--- config.mk ---
export PLATFORM = sky130hd
export DESIGN_NAME = irqcap_top
export DESIGN_NICKNAME = d
export VERILOG_FILES = /design/src/rtl/irqcap_pkg.sv /design/src/rtl/irqcap_sync.sv /design/src/rtl/irqcap_trig_reg.sv /design/src/rtl/irqcap_line.sv /design/src/rtl/irqcap_top.sv
export SDC_FILE = /design/constraint.sdc
export NUM_CORES = 1
export LEC_CHECK = 0
export BUFFER_PORTS_ARGS = -buffer_cell sky130_fd_sc_hd__buf_4
export CAP_MARGIN = 20
export CORE_MARGIN = 2
export CORE_UTILIZATION = 52
export DETAILED_ROUTE_END_ITERATION = 6
export PLACE_DENSITY = 0.91
export RECOVER_POWER = 100
export SLEW_MARGIN = 20
export SYNTH_ARGS = -nofsm -noshare
export SYNTH_HDL_FRONTEND = slang
export SYNTH_HIERARCHICAL = 1
export SYNTH_SLANG_ARGS = --single-unit
--- constraint.sdc ---
create_clock -name clk -period 1.8 [get_ports clk]
set_clock_uncertainty 0.15 [all_clocks]
set_input_delay 0.36 -clock clk [delete_from_list [all_inputs] [get_ports clk]]
set_output_delay 0.36 -clock clk [all_outputs]
set_load 0.01 [all_outputs]
--- src/rtl/irqcap_pkg.sv ---
package irqcap_pkg;
  localparam int unsigned DEF_LINES = 8;
  localparam logic [7:0] WMASK_PRIMARY   = 8'hF8;
  localparam logic [7:0] WMASK_SECONDARY = 8'hDE;

  typedef enum logic {
    TRIG_EDGE  = 1'b0,
    TRIG_LEVEL = 1'b1
  } trig_mode_e;
endpackage

--- src/rtl/irqcap_sync.sv ---
module irqcap_sync #(
  parameter int unsigned WIDTH  = 8,
  parameter int unsigned STAGES = 2
) (
  input  logic             clk,
  input  logic             rst_n,
  input  logic [WIDTH-1:0] async_i,
  output logic [WIDTH-1:0] sync_o
);
  localparam int unsigned LAST = STAGES - 1;

  logic [STAGES-1:0][WIDTH-1:0] chain;

  always_ff @(posedge clk or negedge rst_n) begin
    if (!rst_n) begin
      chain <= '0;
    end else begin
      chain[0] <= async_i;
      for (int i = 1; i < STAGES; i++) begin
        chain[i] <= chain[i-1];
      end
    end
  end

  assign sync_o = chain[LAST];
endmodule

--- src/rtl/irqcap_trig_reg.sv ---
module irqcap_trig_reg #(
  parameter int unsigned           WIDTH = 8,
  parameter logic [WIDTH-1:0]      WMASK = 8'hF8
) (
  input  logic             clk,
  input  logic             rst_n,
  input  logic             wr_en,
  input  logic [WIDTH-1:0] wr_data,
  output logic [WIDTH-1:0] q
);
  always_ff @(posedge clk or negedge rst_n) begin
    if (!rst_n) begin
      q <= '0;
    end else if (wr_en) begin
      q <= wr_data & WMASK;
    end
  end

  // Register only moves on a write; initialisation must not touch it
  assert_hold_R2: assert property (@(posedge clk) disable iff (!rst_n)
    !wr_en |=> $stable(q));
endmodule

--- src/rtl/irqcap_line.sv ---
module irqcap_line
  import irqcap_pkg::*;
(
  input  logic clk,
  input  logic rst_n,
  input  logic level_i,
  input  logic trig_i,
  input  logic init_i,
  input  logic clr_i,
  output logic pend_o
);
  trig_mode_e mode;
  logic       prev_q;
  logic       pend_q;
  logic       rise;

  assign mode = trig_mode_e'(trig_i);
  assign rise = level_i & ~prev_q;

  always_ff @(posedge clk or negedge rst_n) begin
    if (!rst_n) begin
      pend_q <= 1'b0;
      prev_q <= 1'b0;
    end else if (init_i) begin
      pend_q <= 1'b0;
      prev_q <= 1'b0;
    end else begin
      prev_q <= level_i;
      case (mode)
        TRIG_LEVEL: pend_q <= level_i;
        default:    pend_q <= rise | (pend_q & ~clr_i);
      endcase
    end
  end

  assign pend_o = pend_q;

  assert_level_follow_R3: assert property (@(posedge clk) disable iff (!rst_n)
    (trig_i && !init_i) |=> (pend_q == $past(level_i)));

  assert_edge_keep_R5: assert property (@(posedge clk) disable iff (!rst_n)
    (!trig_i && !init_i && pend_q && !clr_i) |=> pend_q);

  assert_edge_clear_R6: assert property (@(posedge clk) disable iff (!rst_n)
    (!trig_i && !init_i && clr_i && !(level_i && !prev_q)) |=> !pend_q);

  assert_set_wins_R7: assert property (@(posedge clk) disable iff (!rst_n)
    (!trig_i && !init_i && level_i && !prev_q) |=> pend_q);

  assert_init_flush_R8: assert property (@(posedge clk) disable iff (!rst_n)
    init_i |=> !pend_q);
endmodule

--- src/rtl/irqcap_top.sv ---
module irqcap_top
  import irqcap_pkg::*;
#(
  parameter int unsigned      LINES      = DEF_LINES,
  parameter int unsigned      SYNC_DEPTH = 2,
  parameter logic [LINES-1:0] WR_MASK    = WMASK_PRIMARY
) (
  input  logic             clk,
  input  logic             rst_n,
  input  logic [LINES-1:0] irq_in,
  input  logic             init_cmd,
  input  logic             trig_wr_en,
  input  logic [LINES-1:0] trig_wr_data,
  output logic [LINES-1:0] trig_rd_data,
  input  logic [LINES-1:0] ack_clr,
  output logic [LINES-1:0] pend_o
);
  logic [LINES-1:0] irq_sync;
  logic [LINES-1:0] trig_q;

  irqcap_sync #(.WIDTH(LINES), .STAGES(SYNC_DEPTH)) u_sync (
    .clk     (clk),
    .rst_n   (rst_n),
    .async_i (irq_in),
    .sync_o  (irq_sync)
  );

  irqcap_trig_reg #(.WIDTH(LINES), .WMASK(WR_MASK)) u_trig (
    .clk     (clk),
    .rst_n   (rst_n),
    .wr_en   (trig_wr_en),
    .wr_data (trig_wr_data),
    .q       (trig_q)
  );

  generate
    for (genvar n = 0; n < LINES; n++) begin : g_line
      irqcap_line u_line (
        .clk     (clk),
        .rst_n   (rst_n),
        .level_i (irq_sync[n]),
        .trig_i  (trig_q[n]),
        .init_i  (init_cmd),
        .clr_i   (ack_clr[n]),
        .pend_o  (pend_o[n])
      );
    end
  endgenerate

  assign trig_rd_data = trig_q;

  // Bits outside the write mask never read back as one
  assert_mask_bits_R2: assert property (@(posedge clk) disable iff (!rst_n)
    trig_wr_en |=> ((trig_rd_data & ~WR_MASK) == '0));
endmodule

### Word-level counts from Yosys, hierarchy flattened

Cells that the tools add are included.

| storage, ports and cells | value |
|---|---|
| bits in registers | 37 |
| output and inout bits | 16 |
| bits of input ports | 28 |

| operators by class | value |
|---|---|
| bitwise logic cells | 40 |
| mux-type cells | 21 |

Operators with widths:

| operator | count |
|---|---|
| $mux W1 | 21 |
| $and A1 B1 Y1 | 16 |
| $not A1 Y1 | 16 |
| $or A1 B1 Y1 | 8 |

### Logic depth before layout (Yosys ltp)

| logic depth | value |
|---|---|
| depth after elaboration | 5 |
| depth in mapped cells | 3 |
| mapped depth without buffers | 2 |

### By module

The synthesis kept the hierarchy.

By module, submodules not included:

| module | area an instance (um^2) | times used | sequential area each (um^2) | cells an instance |
|---|---|---|---|---|
| irqcap_line | 85.1 | 8 | 50.0 | 6 |
| irqcap_sync | 460.4 | 1 | 400.4 | 24 |
| irqcap_trig_reg | 207.7 | 1 | 125.1 | 14 |

### Worst setup path before layout

Ideal clock, no wire load.

| path | value |
|---|---|
| path kind | reg-to-reg |
| start point | register u_sync.chain (netlist bit u_sync/sync_o[0]) |
| end point | register g_line[0].u_line.pend_q |
| data required time | 1532 ps |
| data arrival time | 734 ps |
| period minus slack after synthesis | 1002 ps |
| setup slack | 798 ps |
| stages on the path, launching flop included | 4 |
| cells stage by stage | dfrtp_1 -> buf_4 -> nor2b_1 -> a21o_1 |

| on the way | value |
|---|---|
| cells in the longest elaborated chain, start to end | 3 |

Ends and longest elaborated chain:

| element | line | source |
|---|---|---|
| start, declared | irqcap_sync.sv:12 | `logic [STAGES-1:0][WIDTH-1:0] chain;` |
| start signal, assigned by index | irqcap_sync.sv:20 | `chain[i] <= chain[i-1];` |
| $and A1 B1 Y1 | irqcap_line.sv:18 | `assign rise = level_i & ~prev_q;` |
| $or A1 B1 Y1 | irqcap_line.sv:31 | `default: pend_q <= rise \| (pend_q & ~clr_i);` |
| $mux W1 | irqcap_line.sv:24 | `end else if (init_i) begin` |
| end signal, assigned | irqcap_line.sv:30 | `TRIG_LEVEL: pend_q <= level_i;` |
| end signal, assigned | irqcap_line.sv:31 |  |
| end, declared | irqcap_line.sv:14 | `logic pend_q;` |

Every way passes these cells.
A chain may end at the register's enable or synchronous reset.

==> flow_metrics.env <==
export IMPL_grt_util_all_layers_pct=15.42
export IMPL_detailroute_via_count=745
export IMPL_row_count=18
export IMPL_clk_latency_ps=310
export IMPL_synth_area_per_cell_um2=15.68
export IMPL_hp_class="primary input to flip-flop"
export IMPL_vdd_ir_drop_worst_uv=740.0
export IMPL_synth_warnings=6
export IMPL_fin_nets=158
export IMPL_core_mm2=0.002477
export IMPL_stdcell_count=161
export IMPL_drtIter0Drc=4
export IMPL_hold_depth=2
export IMPL_r2r_start="u_trig/q[7]$_DFFE_PN0P_"
export IMPL_multi_input_area_um2=297.8
export IMPL_start_util_pct=54.44
export IMPL_grt_overflow=0
export IMPL_htreeDepth=2
export IMPL_drt_total_wl_um=2097
export IMPL_finalWorstSetupSlack_ps=409.2
export IMPL_cts_tree="built"
export IMPL_final_fill_count=212
export IMPL_avgViaCountPerCell=4.627
export IMPL_die_area_mm2=0.003017
export IMPL_cts_buffer_depth=2
export IMPL_drive_gt1_share_pct=25.95
export IMPL_post_cts_resized=0
export IMPL_io_buffers=37
export IMPL_placed_area_mm2=0.001589
export IMPL_power_leakage_nw=0.7827
export IMPL_min_from="trig_wr_data[5]"
export IMPL_syn_to_final_growth_pct=20.59
export IMPL_fin_tns_setup_ps=0
export IMPL_grt_pass1_wl_um=3118
export IMPL_cts_buffers=5
export IMPL_final_antenna_net_count=0
export IMPL_die_width_um=54.93
export IMPL_hold_viol_final=0
export IMPL_dp_hpwl_um=1433
export IMPL_cp_max_fo=37
export IMPL_setup_viol=0
export IMPL_grt_max_degree=38
export IMPL_worstReg2RegEnd="g_line[7].u_line/pend_o$_DFF_PN0_"
export IMPL_wl_per_cell_um=13.02
export IMPL_drc=0
export IMPL_synth_cell_types=8
export IMPL_syn_instance_count=86
export IMPL_cts_clk_slew_worst_paths_ps=100
export IMPL_synth_seq_area_share_pct=68.65
export IMPL_clockRootBuffer="clkbuf_4"
export IMPL_syn_cell_area_mm2=0.001349
export IMPL_worstSetupStartpointType="primary input"
export IMPL_crit_required_ps=1990
export IMPL_place_ws_ps=624.2
export IMPL_slowest_delay_ps=670
export IMPL_critPathCaptureType="async pin"
export IMPL_final_design_area_no_fill_mm2=0.001627
export IMPL_tightest_slew_ps=858.0
export IMPL_max_freq_ghz=0.7190
export IMPL_whs_ps=124.1
export IMPL_n_antenna_cell=0
export IMPL_crit_type="primary input to async pin"
export IMPL_path_cells="dlygate4sd3_1, clkbuf_2"
export IMPL_cp_slowest_cell="clkbuf_2"
export IMPL_startpoint="rst_n"
export IMPL_clock_sinks=37
export IMPL_r2r_slack_ps=710
export IMPL_holdPathEnd="u_trig/q[5]$_DFFE_PN0P_"
export IMPL_antenna_found_initial=0
export IMPL_slew_headroom_pct=42.80
export IMPL_rsz0062_at_grt="false"
export IMPL_fin_crit_ps=1391
export IMPL_synth_seq_cells=37
export IMPL_path_buf_inv=2
export IMPL_reg2regPathDepth=2
export IMPL_power_density_mw_per_mm2=888.2
export IMPL_critPathArrivalTime_ps=1580
export IMPL_firstDrtPassIters=4
export IMPL_status="complete, no violations"
export IMPL_grt_pass1_vias=739
export IMPL_seq_area_um2=925.9
export IMPL_fin_crit_sh_pct=77.27
export IMPL_place_inst=144
export IMPL_cp_top_family="buffers and inverters"
export IMPL_maxCapViolations=0
export IMPL_slew_violations=0
export IMPL_num_io_pins=44
export IMPL_gp_congestion=0.6081
export IMPL_die_h_um=54.93
[layer usage]
| metal | up-vias | GRT usage [%] | wire length (µm) |
|---|---|---|---|
| li1 | 365 | - | - |
| met2 | 26 | 25.20 | 1024 |
| met1 | 350 | 18.58 | 923 |
| met4 | 0 | 6.098 | 28 |
| met3 | 4 | 5.645 | 121 |
| met5 | - | 0 | 0 |
[layout by cell type (no fill, tap or decap), drive strengths merged]
cell         instances
nor4b                8
a21o                 8
dfrtp               37
nand2b               8
nor2b                8
mux2                 5
dlygate4sd3          9
clkbuf              30
conb                 3
buf                 15
[cell families after synthesis]
group           after synthesis  share of synthesized area, %
flops                        37                         68.65
simple gates                 24                         16.33
buf+inv                      11                         6.123
compound gates                8                         4.453
mux                           5                         4.174
other cells                   1                        0.2780
[final cells by class]
| cell class | instances | area share (%) |
|---|---|---|
| Multi-Input combinational cell | 40 | 18.31 |
| Clock buffer | 8 | 3.000 |
| Timing Repair Buffer | 46 | 19.46 |
| Tap cell | 30 | 2.308 |
| Sequential cell | 37 | 56.92 |
[worst max-delay path by stage]
stage | cells after the start | endpoint | slack (ps)
2_1_floorplan | 3 | g_line[0].u_line/pend_o$_DFF_PN0_ | 800
3_3_place_gp | 3 | g_line[0].u_line/pend_o$_DFF_PN0_ | 670
3_5_place_dp | 3 | g_line[7].u_line/pend_o$_DFF_PN0_ | 620
4_1_cts | 1 | trig_rd_data[3] | 380
5_1_grt | 2 | u_sync/sync_o[1]$_DFF_PN0_ | 240
6_report | 2 | u_sync/chain[3]$_DFF_PN0_ | 410
[registers in the layout, summed over array words and instances (netlist names)]
register	count
g_line.u_line/pend_o	8
g_line.u_line/prev_q	8
u_sync/chain	8
u_sync/sync_o	8
u_trig/q	5
[synthesized netlist by cell type (all sizes together)]
cell type	count	area share [%]
conb	1	0.28
nand2b	8	3.7
mux2	5	4.2
a21o	8	4.5
nor4b	8	8.9
dfrtp	37	69
buf	11	6.1
nor2b	8	3.7
[what timing repair did]
action / 4_1_cts / 5_1_grt
hold endpoints to repair: 45 / 0
hold buffers: 9 / 0
setup buffers: 0 / 0
[power breakdown]
part / switching [mW] / total (mW) / internal [mW]
registers: 0.0229 / 0.904 / 0.881
clock network: 0.229 / 0.384 / 0.156
logic: 0.0705 / 0.156 / 0.0859
total: 0.322 / 1.44 / 1.12
[per-stage QoR]
step	util [%]	power [mW]
floorplan	-	0.9970
global placement	64.14	1.085
detailed placement	64.14	1.094
CTS	69.75	1.495
global route	65.66	1.525
finish	65.66	1.445
Power figures use the tool's default switching activity.
